`config.mk`:
```
export PLATFORM = sky130hd
export DESIGN_NAME = irq_chain_ctrl
export DESIGN_NICKNAME = d
export VERILOG_FILES = /design/src/rtl/irq_pkg.sv /design/src/rtl/irq_pend_bank.sv /design/src/rtl/irq_prio_chain.sv /design/src/rtl/irq_ack_unit.sv /design/src/rtl/irq_chain_ctrl.sv
export SDC_FILE = /design/constraint.sdc
export NUM_CORES = 1
export LEC_CHECK = 0
export BUFFER_PORTS_ARGS = -buffer_cell sky130_fd_sc_hd__buf_2
export CAP_MARGIN = 25
export CELL_PAD_IN_SITES_DETAIL_PLACEMENT = 1
export CELL_PAD_IN_SITES_GLOBAL_PLACEMENT = 1
export CORE_ASPECT_RATIO = 1.1
export CORE_MARGIN = 4
export CORE_UTILIZATION = 35
export CTS_CLUSTER_DIAMETER = 200
export DETAILED_ROUTE_END_ITERATION = 8
export GPL_ROUTABILITY_DRIVEN = 0
export GPL_TIMING_DRIVEN = 0
export PLACE_DENSITY = 0.85
export SETUP_SLACK_MARGIN = 0.3
export SKIP_LAST_GASP = 1
export SLEW_MARGIN = 20
export SYNTH_ARGS = -nofsm -noshare
export SYNTH_HDL_FRONTEND = slang
export SYNTH_HIERARCHICAL = 1
export SYNTH_SLANG_ARGS = --single-unit
```
`constraint.sdc`:
```
create_clock -name clk -period 3.39 [get_ports clk]
set_input_delay 0.5085 -clock clk [delete_from_list [all_inputs] [get_ports clk]]
set_output_delay 0.5085 -clock clk [all_outputs]
set_load 0.005 [all_outputs]
```
`src/rtl/irq_pkg.sv`:
```
package irq_pkg;
  localparam int GRP_N  = 6;
  localparam int CODE_W = 3;
  typedef logic [GRP_N-1:0]  grp_vec_t;
  typedef logic [CODE_W-1:0] code_t;

  // isolate the lowest-index set bit (highest priority)
  function automatic grp_vec_t lowest_set(input grp_vec_t v);
    return v & (~v + grp_vec_t'(1));
  endfunction

  // encode a one-hot group vector into its index
  function automatic code_t onehot_to_code(input grp_vec_t oh);
    code_t c;
    c = '0;
    for (int i = 0; i < GRP_N; i++)
      if (oh[i]) c = c | code_t'(i);
    return c;
  endfunction
endpackage

```
`src/rtl/irq_pend_bank.sv`:
```
module irq_pend_bank
  import irq_pkg::*;
(
  input  logic     clk,
  input  logic     rst_n,
  input  grp_vec_t src_req,
  input  grp_vec_t ip_clr,
  input  logic     ie_wr,
  input  grp_vec_t ie_wdata,
  output grp_vec_t pend,
  output grp_vec_t ie
);
  always_ff @(posedge clk or negedge rst_n) begin
    if (!rst_n) begin
      pend <= '0;
      ie   <= '0;
    end else begin
      pend <= (pend & ~ip_clr) | src_req;
      if (ie_wr) ie <= ie_wdata;
    end
  end
endmodule

```
`src/rtl/irq_prio_chain.sv`:
```
module irq_prio_chain
  import irq_pkg::*;
(
  input  grp_vec_t active,
  input  grp_vec_t ius,
  input  logic     iei,
  output grp_vec_t win_oh,
  output logic     any_win,
  output logic     ieo
);
  grp_vec_t ius_pre;  // OR of ius[i:0]
  grp_vec_t act_pre;  // OR of active[i-1:0]

  for (genvar i = 0; i < GRP_N; i++) begin : g_chain
    if (i == 0) begin : g_head
      assign ius_pre[i] = ius[i];
      assign act_pre[i] = 1'b0;
    end else begin : g_link
      assign ius_pre[i] = ius_pre[i-1] | ius[i];
      assign act_pre[i] = act_pre[i-1] | active[i-1];
    end
    assign win_oh[i] = active[i] & ~ius_pre[i] & ~act_pre[i];
  end

  assign any_win = |win_oh;
  assign ieo     = iei & ~(|active) & ~(|ius);
endmodule

```
`src/rtl/irq_ack_unit.sv`:
```
module irq_ack_unit
  import irq_pkg::*;
#(
  parameter int VEC_W    = 8,
  parameter int CODE_LSB = 1
) (
  input  logic             clk,
  input  logic             rst_n,
  input  logic             ack_take,
  input  grp_vec_t         win_oh,
  input  logic             rst_ius,
  input  logic             vmod,
  input  logic             no_vec,
  input  logic [VEC_W-1:0] ivr_base,
  output grp_vec_t         ius,
  output logic             vec_valid,
  output logic [VEC_W-1:0] vec_out
);
  function automatic logic [VEC_W-1:0] splice(input logic [VEC_W-1:0] b, input code_t c);
    logic [VEC_W-1:0] v;
    v = b;
    v[CODE_LSB +: CODE_W] = c;
    return v;
  endfunction

  grp_vec_t ius_clr, ius_set;
  assign ius_clr = rst_ius  ? lowest_set(ius) : '0;
  assign ius_set = ack_take ? win_oh          : '0;

  always_ff @(posedge clk or negedge rst_n) begin
    if (!rst_n) begin
      ius       <= '0;
      vec_valid <= 1'b0;
      vec_out   <= '0;
    end else begin
      ius       <= (ius & ~ius_clr) | ius_set;
      vec_valid <= ack_take & ~no_vec;
      if (ack_take)
        vec_out <= vmod ? splice(ivr_base, onehot_to_code(win_oh)) : ivr_base;
    end
  end
endmodule

```
`src/rtl/irq_chain_ctrl.sv`:
```
module irq_chain_ctrl
  import irq_pkg::*;
#(
  parameter int VEC_W    = 8,
  parameter int CODE_LSB = 1
) (
  input  logic             clk,
  input  logic             rst_n,
  input  logic [5:0]       src_req,
  input  logic [5:0]       ip_clr,
  input  logic             ie_wr,
  input  logic [5:0]       ie_wdata,
  input  logic             mie,
  input  logic             iei,
  input  logic             inta,
  input  logic             rst_ius,
  input  logic             vmod,
  input  logic             no_vec,
  input  logic [VEC_W-1:0] ivr_base,
  output logic             int_req,
  output logic             ieo,
  output logic             vec_valid,
  output logic [VEC_W-1:0] vec_out,
  output logic [5:0]       ip_status,
  output logic [5:0]       ius_status
);
  grp_vec_t pend, ie, active, ius, win_oh;
  logic     any_win, ack_take;

  irq_pend_bank i_pend (
    .clk, .rst_n, .src_req, .ip_clr, .ie_wr, .ie_wdata, .pend, .ie
  );

  assign active = pend & ie & {GRP_N{mie}};

  irq_prio_chain i_chain (
    .active, .ius, .iei, .win_oh, .any_win, .ieo
  );

  assign int_req  = iei & any_win;
  assign ack_take = inta & int_req;

  irq_ack_unit #(.VEC_W(VEC_W), .CODE_LSB(CODE_LSB)) i_ack (
    .clk, .rst_n, .ack_take, .win_oh, .rst_ius, .vmod, .no_vec,
    .ivr_base, .ius, .vec_valid, .vec_out
  );

  assign ip_status  = pend;
  assign ius_status = ius;
endmodule

```
# Word-level counts from Yosys, hierarchy flattened
# Cells that the tools add are included.
# totals
elab_cells,66
register_bits,27
output_inout_bits,23
in_bits,35
# classes
addsub,1
reduce_logical,3
bitwise,49
muxes,8
# op_table
op,n
$and 6x6->6,5
$not 6->6,3
$reduce_or 6->1,3
$and 1x1->1,16
$not 1->1,14
$mux 6,2
$or 6x6->6,2
$or 1x1->1,9
$add 6x1->6 const B,1
$mux 3,2
$mux 2,2
$mux 4,1
$mux 1,1

# Longest topological paths before layout
# Gate-level depths: netlist of run 1.
# depth
depth_word,13
mapped_depth,9
mapped_depth_nobuf,7

# Modules after synthesis
# Netlist of run 1, hierarchy kept.
# modules_own_cells
mod,cells_each,n_inst,area_per_inst_um2,seq_area_each_um2
irq_ack_unit,52,1,624.3,375.4
irq_pend_bank,31,1,469.2,300.3
irq_prio_chain,20,1,143.9,0.0
irq_chain_ctrl,8,1,50.0,0.0

# Worst setup path after synthesis of run 1
# OpenSTA, ideal clock, no wires.
# synth_timing
kind,input-to-reg
from,input port mie
to,register i_ack.vec_out[0]
required_ns,3.265
cell_stages,7
setup_ns,0.125
t_arrival_ns,1.792
slack_ns,1.473
n_path_buf,1
cell_sequence,and3_1 nor4_2 nand2_1 o22ai_1 and3_1 buf_4 mux2_2
# synth_via
elab_chain_cells,10
word_cells_on_any_way,24
classes_between,23 x bitwise; 1 x reduce/logical
# synth_rtl
element,line,source
start: declaration,irq_chain_ctrl.sv:13,"input logic mie,"
$and 6x6->6 *,irq_chain_ctrl.sv:34,assign active = pend & ie & {GRP_N{mie}};
$or 1x1->1 (4 in series),irq_prio_chain.sv:20,assign act_pre[i] = act_pre[i-1] | active[i-1];
$not 1->1,irq_prio_chain.sv:22,assign win_oh[i] = active[i] & ~ius_pre[i] & ~act_pre[i];
$and 1x1->1,irq_prio_chain.sv:22,
$reduce_or 6->1 *,irq_prio_chain.sv:25,assign any_win = |win_oh;
via any_win,irq_chain_ctrl.sv:28,"logic any_win, ack_take;"
$and 1x1->1 *,irq_chain_ctrl.sv:40,assign int_req = iei & any_win;
$and 1x1->1 *,irq_chain_ctrl.sv:41,assign ack_take = inta & int_req;
via ack_take,irq_chain_ctrl.sv:28,
end signal: assignment,irq_ack_unit.sv:39,"vec_out <= vmod ? splice(ivr_base, onehot_to_code(win_oh)) : ivr_base;"
end: declaration,irq_ack_unit.sv:17,output logic [VEC_W-1:0] vec_out
# Mark *: on every way through the listed nets, which the timed path passes. The rest lies on a longest branch.
# A chain may end at the register's enable or synchronous reset.

# Final worst setup path of run 1
# layout_timing
from,register i_pend.pend[2]
to,output port int_req
# layout_via
elab_chain_cells,9
word_cells_on_any_way,15
classes_between,14 x bitwise; 1 x reduce/logical
# layout_rtl
element,line,source
start: declaration,irq_pend_bank.sv:10,"output grp_vec_t pend,"
start signal: assignment,irq_pend_bank.sv:18,pend <= (pend & ~ip_clr) | src_req;
$and 6x6->6 * (2 in series),irq_chain_ctrl.sv:34,
via active[2],irq_chain_ctrl.sv:27,"grp_vec_t pend, ie, active, ius, win_oh;"
$or 1x1->1 (3 in series),irq_prio_chain.sv:20,
$not 1->1,irq_prio_chain.sv:22,
$and 1x1->1,irq_prio_chain.sv:22,
$reduce_or 6->1 *,irq_prio_chain.sv:25,
via any_win,irq_chain_ctrl.sv:28,
$and 1x1->1 *,irq_chain_ctrl.sv:40,
end: declaration,irq_chain_ctrl.sv:20,"output logic int_req,"
# Marks and branches as above.

==> results of run 1 <==
[state kept, by name (all words and copies together) (netlist names)]
signal           count
i_ack/vec_out        8
i_pend/ie            6
i_ack/vec_valid      1
i_ack/ius            6
i_pend/pend          6
[through the flow]
stage / hold WS, ns / util, % / instances / worst slack [ns] / instance area, sq um
final: 0.1668 / 48.07 / 219 / 1.054 / 1654
after global routing: 0.2016 / 48.07 / 219 / 0.9122 / 1654
after CTS: 0.1890 / 48.07 / 219 / 1.045 / 1654
after detailed placement: 0.4826 / 47.31 / 215 / 1.130 / 1628
after global placement: 0.4823 / 47.31 / 215 / 1.169 / 1628
after floorplan: 0.2129 / - / 111 / 1.473 / 1287
[Yosys cell counts, types with 2 or more instances]
| cell | n |
|---|---|
| and3_1 | 7 |
| mux2_4 | 6 |
| and2_1 | 3 |
| dfrtp_1 | 27 |
| buf_4 | 2 |
| nor2_1 | 2 |
| a21oi_1 | 2 |
| mux2_2 | 5 |
| nand2_1 | 3 |
| nor2b_1 | 3 |
| nor4b_1 | 2 |
| inv_1 | 13 |
| o21ai_0 | 6 |
| and3_2 | 3 |
| a21o_1 | 6 |
| nor3b_1 | 3 |
| a22o_1 | 2 |
| o22ai_1 | 4 |
[power breakdown]
part | internal, uW | switching [uW] | leakage [uW]
sequential | 370 | 27.6 | 0.000328
combinational | 107 | 83.0 | 0.000533
clock | 45.9 | 90.8 | 0.0000150
[cell type report]
cell class              count  area, sq um  area share [%]
flip-flops and latches     27        675.6           40.85
multi-input cells          68        536.8           32.45
repair buffers             56        280.3           16.94
well taps                  48        60.06           3.631
inverters                  13        48.80           2.950
clock buffers               4        26.28           1.588
plain buffers               3        26.28           1.588
[worst max-delay path by stage]
stage	from	depth (start not counted)	endpoint	slack [ns]
floorplan	mie	7	i_ack/vec_out[0]$_DFFE_PN0P_	1.47
detailed placement	mie	8	i_ack/vec_out[4]$_DFFE_PN0P_	1.13
finish	i_pend/pend[2]$_DFF_PN0_	6	int_req	1.05
global placement	mie	8	i_ack/vec_out[6]$_DFFE_PN0P_	1.17
global route	i_pend/pend[2]$_DFF_PN0_	6	int_req	0.91
CTS	i_pend/pend[2]$_DFF_PN0_	6	int_req	1.05
[per-layer routing]
metal	vias to the layer above	GRT usage (%)
met1	500	18.20
met5	-	0
met2	36	25.39
met3	2	1.254
li1	513	-
met4	0	6.221
[cells by family (layout without fill, tap and decap cells)]
group | after synthesis | after routing | share of synthesized area, %
compound gates | 23 | 23 | 11.76
mux | 11 | 11 | 11.37
buf+inv | 16 | 76 | 5.831
simple gates | 34 | 34 | 18.56
flops | 27 | 27 | 52.48
==> results.ini, run 1 <==
[critical_path]
critPathLaunchType = register
critPathMaxFanout = 3
path_cells = and3_1 -> nor4_2 -> nand2_1 -> o22ai_1 -> and2_1 -> buf_2
worstPathRequired_ns = 2.88
slowest_stage = dfrtp_1
r2r_cells = 7
reg2reg_to = i_ack/vec_out[4]$_DFFE_PN0P_
end_kind = output pin
crit_type = register to output pin
slowest_delay_ns = 0.42
worst-path-buf-inv = 1
cp.arrival_ns = 1.83
regToRegStartpoint = i_pend/pend[2]$_DFF_PN0_
r2r_slack_ns = 1.32
cp_top_family = simple AND/OR/NAND/NOR gates

[placed_design]
port_buffers = 56
dpl.hpwl_mm = 2.561

[run_status]
outcome = completed

[floorplanning]
die_y_um = 71.61
die_x_um = 65.83
rows = 22
ioPinCount = 58
initial_utilization_pct = 37.42
fp.dieArea_sq_um = 4714
core_area_sq_um = 3441

[layout]
nNetsFinal = 207
final_cell_mix = buf_2 (56), dfrtp_1 (27), inv_1 (13)
fillers = 403
area_growth_pct = 28.47
final_common_cell = buf_2
n_antenna_cell = 0
drive_above_1_share_pct = 46.78

[clock_tree]
cts_tree = built
root_buffer = clkbuf_4
postCtsSetupRepairBufs = 0
hold_buffers = 0
cts_resized = 0
htreeDepth = 1
clk_pin_slew_ns = 0.15
cts_made_buffers = 3
clkSinkCount = 27
clock_path_buffers = 2
clkLatencyLatePin_ns = 0.32

[synthesis]
synth_top_area_share_pct = 52.48
yosysSeqAreaShare_pct = 52.48
async_flop_share_pct = 100.0
synth.avg_cell_area_sq_um = 11.60
ys_ff_latch = 27
synth_nets = 146
synth_edf_count = 0
ys_types = 30
ys.warnings.count = 6
ys_top_cells_by_area = dfrtp_1 (52%), mux2_4 (7.0%), mux2_2 (4.4%), inv_1 (3.8%), a21o_1 (3.5%)
synth_cells = 111
ys.flop_type = dfrtp_1
synth_largest_area_cell = dfrtp_1
netlist_area_sq_um = 1287

[global_routing]
grt_util_all_layers_pct = 14.57
antenna_found_initial = 0
grt_pass1_vias = 1138
grt_pass1_wl_mm = 5.375
grt_max_degree = 28
gr-total-overflow = 0

[sta]
setup_tns_ns = 0
layout_worst_path_cycle_share_pct = 68.91
relSlewSlack_pct = 59.80
min_period_ns = 2.336
report.final.hold_viol_count = 0
slew_viol_final = 0
setup_viol = 0
worstMarginPinSlew_ns = 0.6030
fin_skew_ns = 0.01579
rsz0062_at_grt = no
fmax_mhz = 428.1

[route]
finalWirelength_mm = 3.222
vias = 1051
drt-pass1-iter-count = 4
wl_met3_um = 183
drtIter0Drc = 23
met2WireLength_mm = 1.612
postRouteAntennaNets = 0
wl_met1_mm = 1.385
remaining_drc_errors = 0
via_per_inst = 4.799
wl_per_cell_um = 14.71
top_layer = met4

[power_and_ir_drop]
leakagePower_uw = 0.0008758
ir_worst_vdd_mv = 0.1817
finalPower_uw = 724.6
powerDensity_nw_per_um2 = 438.1

[worst_hold_path]
hold_class = input pin to async pin

[job]
timing.max_cap.violations = 0

Power figures use the tool's default switching activity.
==> run 2: changes to the inputs <==
- ABC_AREA: not set -> 1
- CORE_UTILIZATION: 35 -> 29
- PLACE_DENSITY: 0.85 -> 0.8
- clock period: 3.39 -> 2 ns (I/O delays scaled with it)
==> run 2 against run 1 <==
Compared with the run above:
- first-iteration DRC count up 74%
- non-clock buffer count grew 6
- critical path depth grew 4
- sequential share of layout area is 4.4 points lower
- clock-buffer cell count fell by 1
- synthesized cell count up 65%
- synthesized area is 6.5% higher
- critical path type unchanged
- largest power group unchanged
==> results.ini, run 2 <==
[synthesis]
synth_nets = 218  ; was 146
synth.avg_cell_area_sq_um = 7.494  ; was 11.60 sq um
synth_compound_area_share_pct = 5.383  ; was 11.76%
synth.area.mux_share_pct = 0  ; was 11.37%
yosysSeqAreaShare_pct = 49.27  ; was 52.48%
synth_edf_count = 0  ; unchanged
synthTopCellsByCount = nand2_1 (68), inv_1 (30), dfrtp_1 (27)  ; was dfrtp_1 (27), inv_1 (13), and3_1 (7)
synth-simple-area-share_pct = 34.95  ; was 18.56%
ys.flop_type = dfrtp_1  ; unchanged
synth_cells = 183  ; was 111
synthAdderAreaFrac_pct = 0  ; unchanged
async_flop_share_pct = 100.0  ; unchanged
yosysMostFrequentCell = nand2_1  ; was dfrtp_1
ys_types = 20  ; was 30
ys_ff_latch = 27  ; unchanged
synth_top_family_by_area = simple AND/OR/NAND/NOR gates  ; unchanged
ys_top_cells_by_area = dfrtp_1 (49%), nand2_1 (19%), inv_1 (8.2%), nor2_1 (5.5%), nor2_4 (2.5%)  ; was dfrtp_1 (52%), mux2_4 (7.0%), mux2_2 (4.4%), inv_1 (3.8%), a21o_1 (3.5%)
ys.warnings.count = 6  ; unchanged
netlist_area_sq_um = 1371  ; was 1287 sq um
yosys.area_share.xor_xnor_pct = 0  ; unchanged
synth_largest_area_cell = dfrtp_1  ; unchanged
synth_top_area_share_pct = 49.27  ; was 52.48%

[critical_path]
critPathLaunchType = register  ; unchanged
critPathMaxFanout = 4  ; was 3
worstPathRequired_ns = 1.70  ; was 2.88 ns
end_kind = output pin  ; unchanged
crit_type = register to output pin  ; unchanged
cp.arrival_ns = 1.55  ; was 1.83 ns

[floorplanning]
ioPinCount = 58  ; unchanged
rows = 25  ; was 22
core_area_sq_um = 4442  ; was 3441 sq um
fp.dieArea_sq_um = 5894  ; was 4714 sq um
die_y_um = 80.12  ; was 71.61 um
initial_utilization_pct = 30.87  ; was 37.42%
die_x_um = 73.57  ; was 65.83 um

[placed_design]
post-place-cells = 294  ; was 215
dpl_worst_slack_ns = 0.03764  ; was 1.130 ns
dpl.hpwl_mm = 2.938  ; was 2.561 mm
port_buffers = 57  ; was 56

[clock_tree]
hold_buffers = 0  ; unchanged
htreeDepth = 1  ; unchanged
cts_made_buffers = 3  ; unchanged
clock_path_buffers = 2  ; unchanged
cts_tree = built  ; unchanged
clkLatencyLatePin_ns = 0.27  ; was 0.32 ns
root_buffer = clkbuf_8  ; was clkbuf_4
clk_pin_slew_ns = 0.09  ; was 0.15 ns
clkSinkCount = 27  ; unchanged

[sta]
relSlewSlack_pct = 58.97  ; was 59.80%
fin_skew_ns = 0.003655  ; was 0.01579 ns
setup_viol = 0  ; unchanged
fmax_mhz = 541.9
min_period_ns = 1.845
report.final.hold_viol_count = 0  ; unchanged
rsz0062_at_grt = yes  ; was no
setup_tns_ns = 0  ; unchanged
layout_worst_path_cycle_share_pct = 92.27
layout_setup_ws_ns = 0.1546  ; was 1.054 ns
slew_viol_final = 0  ; unchanged
worstMarginPinSlew_ns = 0.6154  ; was 0.6030 ns

[route]
drtIter0Drc = 40  ; was 23
drt-pass1-iter-count = 4  ; unchanged
remaining_drc_errors = 0  ; unchanged
postRouteAntennaNets = 0  ; unchanged
wl_per_cell_um = 12.35  ; was 14.71 um
finalWirelength_mm = 3.755  ; was 3.222 mm
vias = 1343  ; was 1051
via_per_inst = 4.418  ; was 4.799

[layout]
top_register = i_ack/vec_out  ; unchanged
fin_cells = 304  ; was 219
largest_reg_flops = 8  ; unchanged
drive_above_1_share_pct = 37.20  ; was 46.78%
final_cell_mix = nand2_1 (66), buf_2 (57), inv_1 (29)  ; was buf_2 (56), dfrtp_1 (27), inv_1 (13)
n_antenna_cell = 0  ; unchanged
nNetsFinal = 286  ; was 207
final_common_cell = nand2_1  ; was buf_2
area_growth_pct = 35.58  ; was 28.47%
finish.utilization_pct = 41.86  ; was 48.07%

[power_and_ir_drop]
powerDensity_nw_per_um2 = 714.3  ; was 438.1 nW/um^2
ir_worst_vdd_mv = 0.3472  ; was 0.1817 mV
leakagePower_uw = 0.001070  ; was 0.0008758 uW

[global_routing]
grtUsageMet1_pct = 15.23  ; was 18.20%
grt_max_degree = 28  ; unchanged
antenna_found_initial = 0  ; unchanged
gr-total-overflow = 0  ; unchanged
grtUsageMet2_pct = 25.98  ; was 25.39%
grt_util_all_layers_pct = 13.69  ; was 14.57%
grt_pass1_vias = 1460  ; was 1138
busiest_layer = met2  ; unchanged
gr-usage-met3_pct = 2.003  ; was 1.254%
grt_pass1_wl_mm = 6.341  ; was 5.375 mm

[worst_hold_path]
hold_class = input pin to async pin  ; unchanged

[run_status]
outcome = completed  ; unchanged

[job]
timing.max_cap.violations = 0  ; unchanged

-- run 2: what timing repair did --
| item | in CTS | in global routing |
|---|---|---|
| setup endpoints to repair | 17 | 17 |
| pin swaps | 5 | 1 |
| gates cloned | 0 | 0 |
| gates resized for setup | 14 | 0 |
| buffers inserted | 4 | 2 |
-- run 2: stage by stage --
| step | hold WS, ns | total power (uW) | area, sq um |
|---|---|---|---|
| finish | 0.02729 | 1328 | 1859 |
| CTS | 0.04923 | 1353 | 1844 |
| detailed placement | 0.3605 | 1007 | 1724 |
| global placement | 0.3513 | 993.3 | 1724 |
| floorplan | 0.004409 | 840.4 | 1371 |
| global route | 0.07500 | 1429 | 1859 |
-- run 2: critical path: stages (launching register included) --
cell and delay, ns:
dfrtp_1 0.40, nand2_2 0.10, nor2_4 0.05, nor2_4 0.15, nand4_1 0.13, nor2_1 0.10, nor2_1 0.05, nand2_1 0.08
nand2_2 0.06, inv_1 0.05, buf_2 0.10
-- run 2: logic make-up after synthesis --
family / Yosys count
AO/OA/AOI/OAI: 11
buffers and inverters: 35
flip-flops: 27
AND/OR/NAND/NOR: 110
-- run 2: path summary, 6_finish.rpt --
check | startpoint | slack (ns) | cells after the start | endpoint
setup reg to reg | i_pend/pend[0]$_DFF_PN0_ | 0.24 | 12 | i_ack/ius[1]$_DFF_PN0_
setup / recovery | i_pend/pend[0]$_DFF_PN0_ | 0.15 | 10 | int_req
max in group asynchronous | rst_n | 1.54 | 1 | i_ack/ius[1]$_DFF_PN0_
min in group clk | no_vec | 0.17 | 2 | i_ack/vec_valid$_DFF_PN0_
hold / removal | rst_n | 0.03 | 1 | i_pend/pend[0]$_DFF_PN0_
hold reg to reg | i_ack/vec_out[0]$_DFFE_PN0P_ | 0.47 | 2 | i_ack/vec_out[0]$_DFFE_PN0P_
-- run 2: area by class of cell --
| cell class | count | area, sq um |
|---|---|---|
| fill | 586 | 2582 |
| sequential | 27 | 678.2 |
| multi-input combinational | 121 | 590.6 |
| timing repair buffer | 63 | 330.3 |
| inverter | 33 | 123.9 |
| tap | 54 | 67.56 |
| clock buffer | 3 | 41.29 |
| buffer | 2 | 22.52 |
| clock inverter | 1 | 5.005 |
-- run 2: where the power goes --
group / switching (uW) / total, uW / internal (uW)
clock network: 174 / 314 / 140
registers: 44.8 / 669 / 624
logic: 186 / 345 / 159
-- run 2: per-layer routing --
| metal | routed length (um) | vias up |
|---|---|---|
| met3 | 153 | 4 |
| li1 | - | 686 |
| met5 | 0 | - |
| met2 | 2019 | 25 |
| met4 | 53 | 0 |
| met1 | 1528 | 628 |
==> run 3: changes to the inputs <==
--- a/constraint.sdc
+++ b/constraint.sdc
@@ -3,2 +3,2 @@
 set_output_delay 0.3 -clock clk [all_outputs]
-set_load 0.005 [all_outputs]
+set_load 0.05 [all_outputs]
==> run 3 against run 2 <==
Compared with the run above:
- sequential share of layout area is 1.0 points lower
- final cell count is 0.33% higher
- highest routed layer unchanged
- total power is 23% higher
- clock-buffer cell count is 1 higher
- setup slack worse by 0.13 ns
- die area stayed put
- core utilization is 1.6 points higher
- critical endpoint unchanged
- cell area is 3.8% higher
- sequential cell count stayed put
- global-route usage is 0.19 points higher
==> results.ini, run 3 (same netlist as run 2, synthesis figures left out) <==
[global_routing]
gr-total-overflow = 0  ; unchanged
antenna_found_initial = 0  ; unchanged
grt_pass1_vias = 1460  ; unchanged
grt_pass1_wl_mm = 6.430  ; was 6.341 mm
grt_util_all_layers_pct = 13.88  ; was 13.69%
grt_max_degree = 28  ; unchanged

[sta]
fin_skew_ns = 0.002496  ; was 0.003655 ns
report.final.hold_viol_count = 0  ; unchanged
setup_viol = 0  ; unchanged
rsz0062_at_grt = yes  ; unchanged
min_period_ns = 1.971  ; was 1.845 ns
fmax_mhz = 507.4  ; was 541.9 MHz
relSlewSlack_pct = 57.80  ; was 58.97%
layout_worst_path_cycle_share_pct = 98.55  ; was 92.27%
slew_viol_final = 0  ; unchanged
worstMarginPinSlew_ns = 0.6330  ; was 0.6154 ns

[critical_path]
worstPathRequired_ns = 1.70  ; about the same
end_kind = output pin  ; unchanged
critPathLaunchType = register  ; unchanged
critPathMaxFanout = 4  ; unchanged
cp.arrival_ns = 1.67  ; was 1.55 ns
crit_type = register to output pin  ; unchanged
r2r_cells = 14  ; was 12
r2r_slack_ns = 0.09  ; was 0.24 ns

[run_status]
outcome = completed  ; unchanged

[floorplanning]
ioPinCount = 58  ; unchanged
fp.dieArea_sq_um = 5894  ; unchanged
core_area_sq_um = 4442  ; unchanged
die_x_um = 73.57  ; unchanged
rows = 25  ; unchanged
die_y_um = 80.12  ; unchanged
initial_utilization_pct = 30.87  ; unchanged

[job]
timing.max_cap.violations = 0  ; unchanged

[route]
finalWirelength_mm = 4.034  ; was 3.755 mm
drt-pass1-iter-count = 4  ; unchanged
wl_per_cell_um = 13.23  ; was 12.35 um
postRouteAntennaNets = 0  ; unchanged
drtIter0Drc = 34  ; was 40
vias = 1384  ; was 1343
via_per_inst = 4.538  ; was 4.418
remaining_drc_errors = 0  ; unchanged

[placed_design]
dpl.hpwl_mm = 2.976  ; was 2.938 mm
port_buffers = 57  ; unchanged
post-place-cells = 294  ; unchanged

[layout]
n_antenna_cell = 0  ; unchanged
finish.utilization_pct = 43.44  ; was 41.86%
drive_above_1_share_pct = 41.83  ; was 37.20%
nNetsFinal = 287  ; was 286
final_cell_mix = nand2_1 (65), buf_2 (56), inv_1 (27)  ; was nand2_1 (66), buf_2 (57), inv_1 (29)
largest_reg_flops = 8  ; unchanged
fin_cells = 305  ; was 304
area_growth_pct = 40.69  ; was 35.58%
top_register = i_ack/vec_out  ; unchanged
final_common_cell = nand2_1  ; unchanged

[clock_tree]
root_buffer = clkbuf_8  ; unchanged
cts_tree = built  ; unchanged
clkLatencyLatePin_ns = 0.27  ; about the same
clock_path_buffers = 2  ; unchanged
htreeDepth = 1  ; unchanged
hold_buffers = 0  ; unchanged
clk_pin_slew_ns = 0.10  ; was 0.09 ns
clkSinkCount = 27  ; unchanged
cts_made_buffers = 3  ; unchanged

[power_and_ir_drop]
switchingPower_uw = 685.7  ; was 405.2 uW
ir_worst_vdd_mv = 0.3090  ; was 0.3472 mV
p_seq_share_pct = 41.0  ; was 50.3%
finalPower_uw = 1635  ; was 1328 uW
swShare_pct = 41.93  ; was 30.51%
powerDensity_nw_per_um2 = 847.5  ; was 714.3 nW/um^2
combPwrFrac_pct = 39.2  ; was 26.0%
p_clk_share_pct = 19.7  ; was 23.6%
power.internal_uw = 949.5  ; was 922.8 uW
leakagePower_uw = 0.001071  ; was 0.001070 uW

[worst_hold_path]
hold_class = input pin to async pin  ; unchanged

## run 3: cell count changes in the layout (fill, tap and decap cells not counted), moves of 2 or more
cell | before | now
dfrtp_1 | 25 | 20
nand3_2 | 2 | 0
nor2_1 | 17 | 12
nor2_2 | 4 | 8
dfrtp_2 | 2 | 7
inv_1 | 29 | 27
nand3_1 | 3 | 5
## run 3: power groups by stage
stage | logic [uW] | registers, uW | clock network [uW]
2_1_floorplan | 188 | 923 | 0
3_3_place_gp | 590 | 680 | 0
3_5_place_dp | 601 | 682 | 0
4_1_cts | 627 | 671 | 329
5_1_grt | 690 | 682 | 353
6_report | 642 | 671 | 323
## run 3: timing repair
action,CTS,global route
setup buffers,4,1
cloned,1,1
setup endpoints to repair,17,17
gates resized for setup,6,12
pin swaps,2,3
## run 3: layer usage
metal / global-route usage (%) / share of wire (%) / vias up
met3: 2.253 / 5.0 / 2
li1: - / - / 692
met5: 0 / 0 / -
met4: 4.348 / 1.0 / 0
met1: 17.12 / 44 / 660
met2: 24.29 / 50 / 30
## run 3: path summary, 6_finish.rpt
path,startpoint,end
worst max-delay path,i_pend/pend[0]$_DFF_PN0_,int_req
worst min-delay path,rst_n,i_pend/ie[1]$_DFFE_PN0P_
worst max register to register,i_pend/pend[0]$_DFF_PN0_,i_ack/vec_out[6]$_DFFE_PN0P_
worst min register to register,i_pend/ie[5]$_DFFE_PN0P_,i_pend/ie[5]$_DFFE_PN0P_
max in group asynchronous,rst_n,i_ack/ius[0]$_DFF_PN0_
min in group clk,no_vec,i_ack/vec_valid$_DFF_PN0_
## run 3: final cells by class
class	count	area (sq um)
Inverter	33	130.1
Fill cell	592	2512
Buffer	2	26.28
Clock buffer	4	45.04
Multi-Input combinational cell	121	610.6
Tap cell	54	67.56
Sequential cell	27	684.4
Timing Repair Buffer	64	365.4
## run 3: critical path, stage by stage (launching register included)
cell and delay [ns]:
dfrtp_2 0.43, nand2_2 0.08, nor2_4 0.05, inv_1 0.07, nor2_2 0.04, a21oi_1 0.13, nand2_1 0.08, nor2_2 0.10
nand2_1 0.09, nand2_2 0.11, clkinvlp_4 0.08, buf_6 0.15
## run 3: per-stage QoR
stage          worst slack (ns)  cell area (sq um)  hold WS (ns)  setup TNS [ns]
2_1_floorplan            0.2110               1413      0.004409               0
3_3_place_gp            0.07934               1765        0.3562               0
3_5_place_dp            0.01612               1765        0.3609               0
4_1_cts                 0.05367               1867       0.06004               0
5_1_grt                -0.09741               1929       0.07988         -0.6940
6_report                0.02909               1929       0.03193               0
